## src/rtl/pcm_dma_pkg.sv

```systemverilog
package pcm_dma_pkg;

    localparam int DWORD_W   = 32;
    localparam int SMP_W     = 16;
    localparam int BCNT_W    = 16;
    localparam int REG_SEL_W = 2;

    localparam logic [REG_SEL_W-1:0] SEL_CMD  = 2'd0;
    localparam logic [REG_SEL_W-1:0] SEL_STAT = 2'd1;
    localparam logic [REG_SEL_W-1:0] SEL_PTR  = 2'd2;

    localparam int CMD_EN_BIT  = 0;
    localparam int CMD_DIR_BIT = 3;

    localparam int STAT_EOP = 0;
    localparam int STAT_ERR = 1;

    localparam int DF_EOT = 31;
    localparam int DF_EOP = 30;
    localparam int DF_JMP = 29;

    typedef struct packed {
        logic [DWORD_W-1:0] base;
        logic               eot;
        logic               eop;
        logic               jmp;
        logic [BCNT_W-1:0]  nbytes;
    } desc_t;

    typedef enum logic [3:0] {
        ST_IDLE,
        ST_FETCH0,
        ST_FETCH1,
        ST_DECODE,
        ST_RDREQ,
        ST_EMIT_LO,
        ST_EMIT_HI,
        ST_ENDREG,
        ST_PAUSE,
        ST_DONE
    } eng_state_t;

    function automatic logic [DWORD_W-1:0] pack_cmd(input logic en, input logic dir);
        logic [DWORD_W-1:0] r;
        r = '0;
        r[CMD_EN_BIT]  = en;
        r[CMD_DIR_BIT] = dir;
        return r;
    endfunction

endpackage

```

## src/rtl/pcm_dma_regs.sv

```systemverilog
module pcm_dma_regs
    import pcm_dma_pkg::*;
#(
    parameter int ADDR_W = 32
) (
    input  logic                 clk,
    input  logic                 rst,
    input  logic                 reg_wr,
    input  logic                 reg_rd,
    input  logic [REG_SEL_W-1:0] reg_addr,
    input  logic [DWORD_W-1:0]   reg_wdata,
    output logic [DWORD_W-1:0]   reg_rdata,
    input  logic                 busy,
    input  logic                 ptr_upd,
    input  logic [ADDR_W-1:0]    ptr_upd_val,
    input  logic                 eop_evt,
    input  logic                 err_evt,
    output logic                 cmd_en,
    output logic                 cmd_dir,
    output logic [ADDR_W-1:0]    ptr_q,
    output logic [1:0]           stat_q,
    output logic                 stat_rd,
    output logic                 irq
);

    localparam logic [ADDR_W-1:0] ALIGN_MASK = ~ADDR_W'(3);

    logic wr_cmd;
    logic wr_ptr;
    logic [1:0] stat_set;

    assign wr_cmd  = reg_wr && (reg_addr == SEL_CMD);
    assign wr_ptr  = reg_wr && (reg_addr == SEL_PTR) && !busy;
    assign stat_rd = reg_rd && (reg_addr == SEL_STAT);

    always_comb begin
        stat_set           = '0;
        stat_set[STAT_EOP] = eop_evt;
        stat_set[STAT_ERR] = err_evt;
    end

    always_ff @(posedge clk) begin
        if (rst) begin
            cmd_en  <= 1'b0;
            cmd_dir <= 1'b0;
            ptr_q   <= '0;
            stat_q  <= '0;
        end else begin
            if (wr_cmd) begin
                cmd_en  <= reg_wdata[CMD_EN_BIT];
                cmd_dir <= reg_wdata[CMD_DIR_BIT];
            end
            if (ptr_upd) begin
                ptr_q <= ptr_upd_val;
            end else if (wr_ptr) begin
                ptr_q <= reg_wdata[ADDR_W-1:0] & ALIGN_MASK;
            end
            // an event in the same cycle as a read survives the clear
            stat_q <= (stat_rd ? 2'b00 : stat_q) | stat_set;
        end
    end

    always_comb begin
        case (reg_addr)
            SEL_CMD:  reg_rdata = pack_cmd(cmd_en, cmd_dir);
            SEL_STAT: reg_rdata = DWORD_W'(stat_q);
            SEL_PTR:  reg_rdata = DWORD_W'(ptr_q);
            default:  reg_rdata = '0;
        endcase
    end

    assign irq = |stat_q;

    AST_STAT_CLEAR: assert property (@(posedge clk) disable iff (rst)
        (stat_rd && !eop_evt && !err_evt) |=> (stat_q == 2'b00));

    AST_EOP_STICKY: assert property (@(posedge clk) disable iff (rst)
        (stat_q[STAT_EOP] && !stat_rd) |=> stat_q[STAT_EOP]);

    AST_PTR_FROZEN: assert property (@(posedge clk) disable iff (rst)
        (busy && !ptr_upd) |=> $stable(ptr_q));

endmodule

```

## src/rtl/pcm_dma_engine.sv

```systemverilog
module pcm_dma_engine
    import pcm_dma_pkg::*;
#(
    parameter int ADDR_W = 32
) (
    input  logic               clk,
    input  logic               rst,
    input  logic               cmd_en,
    input  logic               cmd_dir,
    input  logic [ADDR_W-1:0]  ptr_q,
    input  logic               stat_eop,
    input  logic               stat_rd,
    output logic               mem_req,
    output logic [ADDR_W-1:0]  mem_addr,
    input  logic               mem_ack,
    input  logic [DWORD_W-1:0] mem_rdata,
    output logic               smp_valid,
    input  logic               smp_ready,
    output logic [SMP_W-1:0]   smp_data,
    output logic               busy,
    output logic               ptr_upd,
    output logic [ADDR_W-1:0]  ptr_upd_val,
    output logic               eop_evt,
    output logic               err_evt
);

    localparam int                HW_CNT_W   = BCNT_W - 1;
    localparam logic [ADDR_W-1:0] DW_STEP    = ADDR_W'(DWORD_W / 8);
    localparam logic [ADDR_W-1:0] DESC_STEP  = ADDR_W'(2 * DWORD_W / 8);
    localparam logic [ADDR_W-1:0] ALIGN_MASK = ~ADDR_W'(3);

    eng_state_t          state;
    logic [ADDR_W-1:0]   fetch_addr;
    logic [ADDR_W-1:0]   rd_addr;
    logic [DWORD_W-1:0]  word0;
    logic [DWORD_W-1:0]  dbuf;
    desc_t               desc;
    logic [HW_CNT_W-1:0] rem;

    logic                last_smp;
    logic [ADDR_W-1:0]   jump_tgt;
    logic [ADDR_W-1:0]   next_desc;
    logic [ADDR_W-1:0]   region_base;
    logic [HW_CNT_W-1:0] region_hw;
    logic                unused_bits;

    assign last_smp    = (rem == HW_CNT_W'(1));
    assign region_base = desc.base[ADDR_W-1:0] & ALIGN_MASK;
    assign jump_tgt    = region_base;
    assign next_desc   = fetch_addr + DESC_STEP;
    assign region_hw   = desc.nbytes[BCNT_W-1:1];
    assign unused_bits = desc.nbytes[0];

    always_ff @(posedge clk) begin
        if (rst) begin
            state      <= ST_IDLE;
            fetch_addr <= '0;
            rd_addr    <= '0;
            word0      <= '0;
            dbuf       <= '0;
            desc       <= '0;
            rem        <= '0;
        end else begin
            case (state)
                ST_IDLE: begin
                    if (cmd_en && !cmd_dir) begin
                        fetch_addr <= ptr_q;
                        state      <= ST_FETCH0;
                    end
                end
                ST_FETCH0: begin
                    if (mem_ack) begin
                        word0 <= mem_rdata;
                        state <= ST_FETCH1;
                    end
                end
                ST_FETCH1: begin
                    if (mem_ack) begin
                        desc.base   <= word0;
                        desc.eot    <= mem_rdata[DF_EOT];
                        desc.eop    <= mem_rdata[DF_EOP];
                        desc.jmp    <= mem_rdata[DF_JMP];
                        desc.nbytes <= mem_rdata[BCNT_W-1:0];
                        state       <= ST_DECODE;
                    end
                end
                ST_DECODE: begin
                    if (desc.jmp) begin
                        fetch_addr <= jump_tgt;
                        state      <= ST_FETCH0;
                    end else begin
                        fetch_addr <= next_desc;
                        rd_addr    <= region_base;
                        rem        <= region_hw;
                        state      <= (region_hw == '0) ? ST_ENDREG : ST_RDREQ;
                    end
                end
                ST_RDREQ: begin
                    if (mem_ack) begin
                        dbuf  <= mem_rdata;
                        state <= ST_EMIT_LO;
                    end
                end
                ST_EMIT_LO: begin
                    if (smp_ready) begin
                        rem   <= rem - HW_CNT_W'(1);
                        state <= last_smp ? ST_ENDREG : ST_EMIT_HI;
                    end
                end
                ST_EMIT_HI: begin
                    if (smp_ready) begin
                        rem     <= rem - HW_CNT_W'(1);
                        rd_addr <= rd_addr + DW_STEP;
                        state   <= last_smp ? ST_ENDREG : ST_RDREQ;
                    end
                end
                ST_ENDREG: begin
                    if (err_evt)       state <= ST_PAUSE;
                    else if (desc.eot) state <= ST_DONE;
                    else               state <= ST_FETCH0;
                end
                ST_PAUSE: begin
                    if (!cmd_en)       state <= ST_IDLE;
                    else if (stat_rd)  state <= desc.eot ? ST_DONE : ST_FETCH0;
                end
                ST_DONE: begin
                    if (!cmd_en) state <= ST_IDLE;
                end
                default: state <= ST_IDLE;
            endcase
        end
    end

    always_comb begin
        mem_req  = (state == ST_FETCH0) || (state == ST_FETCH1) || (state == ST_RDREQ);
        case (state)
            ST_FETCH0: mem_addr = fetch_addr;
            ST_FETCH1: mem_addr = fetch_addr + DW_STEP;
            default:   mem_addr = rd_addr;
        endcase
        smp_valid   = (state == ST_EMIT_LO) || (state == ST_EMIT_HI);
        smp_data    = (state == ST_EMIT_HI) ? dbuf[DWORD_W-1:SMP_W] : dbuf[SMP_W-1:0];
        busy        = (state != ST_IDLE) && (state != ST_DONE);
        ptr_upd     = (state == ST_DECODE);
        ptr_upd_val = desc.jmp ? jump_tgt : next_desc;
        eop_evt     = (state == ST_ENDREG) && desc.eop && !stat_eop;
        err_evt     = (state == ST_ENDREG) && desc.eop && stat_eop;
    end

    AST_MEM_HOLD: assert property (@(posedge clk) disable iff (rst)
        (mem_req && !mem_ack) |=> (mem_req && $stable(mem_addr)));

    AST_SMP_HOLD: assert property (@(posedge clk) disable iff (rst)
        (smp_valid && !smp_ready) |=> (smp_valid && $stable(smp_data)));

    AST_PAUSE_HOLD: assert property (@(posedge clk) disable iff (rst)
        (state == ST_PAUSE && cmd_en && !stat_rd) |=>
            (state == ST_PAUSE && !mem_req && !smp_valid));

    AST_EOT_STAYS: assert property (@(posedge clk) disable iff (rst)
        (state == ST_DONE && cmd_en) |=> (!busy && !mem_req));

endmodule

```

## src/rtl/pcm_desc_dma.sv

```systemverilog
module pcm_desc_dma
    import pcm_dma_pkg::*;
#(
    parameter int ADDR_W = 32
) (
    input  logic                 clk,
    input  logic                 rst,
    input  logic                 reg_wr,
    input  logic                 reg_rd,
    input  logic [REG_SEL_W-1:0] reg_addr,
    input  logic [DWORD_W-1:0]   reg_wdata,
    output logic [DWORD_W-1:0]   reg_rdata,
    output logic                 mem_req,
    output logic [ADDR_W-1:0]    mem_addr,
    input  logic                 mem_ack,
    input  logic [DWORD_W-1:0]   mem_rdata,
    output logic                 smp_valid,
    input  logic                 smp_ready,
    output logic [SMP_W-1:0]     smp_data,
    output logic                 busy,
    output logic                 irq
);

    logic              cmd_en;
    logic              cmd_dir;
    logic [ADDR_W-1:0] ptr_q;
    logic [1:0]        stat_q;
    logic              stat_rd;
    logic              ptr_upd;
    logic [ADDR_W-1:0] ptr_upd_val;
    logic              eop_evt;
    logic              err_evt;

    pcm_dma_regs #(.ADDR_W(ADDR_W)) u_regs (
        .clk         (clk),
        .rst         (rst),
        .reg_wr      (reg_wr),
        .reg_rd      (reg_rd),
        .reg_addr    (reg_addr),
        .reg_wdata   (reg_wdata),
        .reg_rdata   (reg_rdata),
        .busy        (busy),
        .ptr_upd     (ptr_upd),
        .ptr_upd_val (ptr_upd_val),
        .eop_evt     (eop_evt),
        .err_evt     (err_evt),
        .cmd_en      (cmd_en),
        .cmd_dir     (cmd_dir),
        .ptr_q       (ptr_q),
        .stat_q      (stat_q),
        .stat_rd     (stat_rd),
        .irq         (irq)
    );

    pcm_dma_engine #(.ADDR_W(ADDR_W)) u_engine (
        .clk         (clk),
        .rst         (rst),
        .cmd_en      (cmd_en),
        .cmd_dir     (cmd_dir),
        .ptr_q       (ptr_q),
        .stat_eop    (stat_q[STAT_EOP]),
        .stat_rd     (stat_rd),
        .mem_req     (mem_req),
        .mem_addr    (mem_addr),
        .mem_ack     (mem_ack),
        .mem_rdata   (mem_rdata),
        .smp_valid   (smp_valid),
        .smp_ready   (smp_ready),
        .smp_data    (smp_data),
        .busy        (busy),
        .ptr_upd     (ptr_upd),
        .ptr_upd_val (ptr_upd_val),
        .eop_evt     (eop_evt),
        .err_evt     (err_evt)
    );

endmodule

```

## config.mk

```make
export PLATFORM = sky130hd
export DESIGN_NAME = pcm_desc_dma
export DESIGN_NICKNAME = d
export VERILOG_FILES = /design/src/rtl/pcm_dma_pkg.sv /design/src/rtl/pcm_dma_regs.sv /design/src/rtl/pcm_dma_engine.sv /design/src/rtl/pcm_desc_dma.sv
export SDC_FILE = /design/constraint.sdc
export NUM_CORES = 1
export LEC_CHECK = 0
export BUFFER_PORTS_ARGS = -buffer_cell sky130_fd_sc_hd__buf_4
export CAP_MARGIN = 40
export CORE_UTILIZATION = 63
export CTS_CLUSTER_DIAMETER = 40
export CTS_CLUSTER_SIZE = 12
export DETAILED_ROUTE_END_ITERATION = 10
export PLACE_DENSITY_LB_ADDON = 0.12
export SKIP_CTS_REPAIR_TIMING = 1
export SYNTH_ARGS = -nofsm -noshare
export SYNTH_HDL_FRONTEND = slang
export SYNTH_SLANG_ARGS = --single-unit
```

## constraint.sdc

```tcl
create_clock -name clk -period 5.9 [get_ports clk]
set_input_delay 0.59 -clock clk [delete_from_list [all_inputs] [get_ports clk]]
set_output_delay 0.59 -clock clk [all_outputs]
set_load 0.01 [all_outputs]
```

==> out/results.tsv <==
metric	value	unit
worstSetupPathType	register to primary output	
synth_top_family_by_area	simple AND/OR/NAND/NOR gates	
wl_per_cell	18.6	um
synthesis.area	12100	um2
rsz0062_at_grt	false	
initial_core_util	64.6	%
reg2regPathDepth	7	
cap_violations	0	
status	completed	
cpPeakStageDelay	0.87	ns
crit_cells	4	
finalHoldViolCount	0	
vias	12700	
worstPathCellList	xor2_1, nand3b_1, inv_1, buf_4	
critical_path.max_fanout	26	
drt-total-wl	37.4	mm
grt_max_degree	87	
die_w	141	um
synthArstFlopShare	0	%
grt_pass1_wl	59.8	mm
tightest_slew	0.985	ns
synth_edf_count	0	
ff_latch_area	4540	um2
finalWeightedCongestion	0.945	
crit_family	buffers and inverters	
yosys.area_share.simple	27.7	%
drt_iter0_drc	1349	
fill_cells	1371	
synth_seq_cells	227	
synthMuxAreaShare	2.69	%
clk_pin_slew	0.06	ns
layout-drive-gt1-share	15.2	%
synth_top_cell_by_area	dfxtp_1	
grt_pass1_vias	11700	
grt.overflow.total	0	
io_buffers	154	
required	5.31	ns
ant_nets	0	
multi_input_area	6950	um2
layout.cells.most_common_list	nand2_1 (413), dfxtp_1 (227), a21oi_1 (197)	
yosys-top-cells-area	dfxtp_1 (38%), nand2_1 (13%), a21oi_1 (8.1%), o21ai_0 (4.2%), clkbuf_1 (3.3%)	
synth-xor-area-share	1.95	%
synthAdderAreaFrac	0.516	%
pin_count	156	
synthCells	1675	
synth_nets	1752	
p_leak	0.00521	uW
cp_slowest_cell	dfxtp_1	
peakVddDrop	0.000251	V
clk_root_buffer_cell	clkbuf_16	
final.min_clock_period	3.96	ns
startpoint	u_engine.state[0]	
cts_buffers	35	
die-area	19800	um2
min_from	reg_wr	
htree_levels	2	
die_height	141	um
hp-class	input port to register	
final-max-slew-violation-count	0	
relSlewSlack	34.1	%
drc	0	
grt_usage	37.3	%
p_per_area	306	nW/um2
syn_area_per_cell	7.23	um2
hpwl	25.1	mm
finalSetupViolations	0	
layout_commonest_cell	nand2_1	
arrival	3.37	ns
finalClockSkew	0.0181	ns
yosys_warnings	0	
yosysUniqueCellTypes	68	
clk_path_buf_depth	3	
nNetsFinal	1827	
fmax	252	MHz
clock_sinks	227	
insertion_delay	0.51	ns
r2r_start	u_engine.state[0]	
final.setup.tns	0	ns
synth_flop_cell	dfxtp_1	
synth_compound_area_share	23.9	%
end_kind	primary output	
netlist.area_leader.share	37.5	%
diodes	0	
stdcell_area	14500	um2
period_share	67.2	%
core_region_area	18800	um2
areaGrowthSynthToFinish	20.1	%
num_rows	50	
routed_via_density	6.33	
cts_tree	built	
drtPass1Iterations	6	
start_kind	register	
worstHoldPathCells	2	
antenna_found_initial	0	
crit_buf_inv	2	
ys_seq_area_share	37.5	%
post_dp_cell_area	13300	um2
-- logic make-up after synthesis --
group	Yosys count
flip-flops	227
AO/OA/AOI/OAI	470
adder cells (fa/ha/maj)	5
AND/OR/NAND/NOR	740
XOR/XNOR	27
buffers and inverters	175
multiplexers	31
-- worst register-to-register path: cells and delay by family, from the launching register on --
| family | cells | cell delay, ns |
|---|---|---|
| and+or+nand+nor | 2 | 0.72 |
| DFF | 1 | 0.87 |
| buffers and inverters | 1 | 0.82 |
| AOI/OAI and AO/OA | 3 | 1.02 |
| xor gates and xnor gates | 1 | 0.27 |
-- final timing paths --
path | to | slack [ns]
max | smp_valid | 1.94
min | u_regs.ptr_q[0] | 0.33
max reg2reg | u_engine.rem[13] | 2.09
min reg2reg | u_engine.desc[41] | 0.45
-- sequential cells by signal, summed over array words and instances, names as in the netlist --
signal,cells
u_engine.dbuf,32
u_engine.desc,48
u_engine.fetch_addr,32
u_engine.rd_addr,30
u_engine.rem,15
u_engine.state,4
u_engine.word0,30
u_regs.cmd_dir,1
u_regs.cmd_en,1
u_regs.ptr_q,32
u_regs.stat_q,2
-- routing by layer --
metal  vias up  GRT usage [%]  part of all wire [%]
li1       6052              -                     -
met1      5895           49.9                    42
met2       672           61.2                    46
met3        95           6.08                   9.4
met4         0           12.7                   2.8
met5         -              0                     0
-- through the flow --
stage	util (%)	setup WS (ns)	power, uW	hold WS [ns]	cells
after floorplan	-	3.12	2060	0.432	1675
final	77.5	1.94	4450	0.326	2008
after global routing	77.5	1.71	4590	0.336	2008
after detailed placement	71.0	2.19	2280	0.443	1947
after global placement	70.4	2.26	2250	0.437	1941
after CTS	77.5	1.99	4450	0.319	2008
-- layout make-up --
cell class                 instances  share of cell area [%]
multi-input combinational       1273                    47.7
sequential                       227                    31.2
tap                              234                    2.01
clock buffer                      46                    6.58
clock inverter                    15                    1.87
inverter                          34                   0.877
timing repair buffer             179                    9.67
-- cells in the mapped netlist, types with 9 or more instances --
cell type,n
nand2_1,413
dfxtp_1,227
a21oi_1,197
clkbuf_1,105
nor2_1,103
o21ai_0,102
nand3_1,44
and2_1,36
nor3_1,35
inv_1,34
a211oi_1,30
buf_2,24
a221oi_1,22
nand4_1,20
mux2i_1,18
xor2_1,15
a311oi_1,14
mux2_2,13
o22ai_1,13
nor4_1,12
xnor2_1,12
a221o_1,11
o311ai_0,11
and3_1,10
buf_1,10
or3_1,9
-- where the power goes --
part	leakage, uW	total, uW	switching, uW	internal (uW)
clock network	0.000589	2190	736	1450
logic	0.00278	580	356	224
registers	0.00183	1690	90.2	1600
Power figures use the tool's default switching activity.
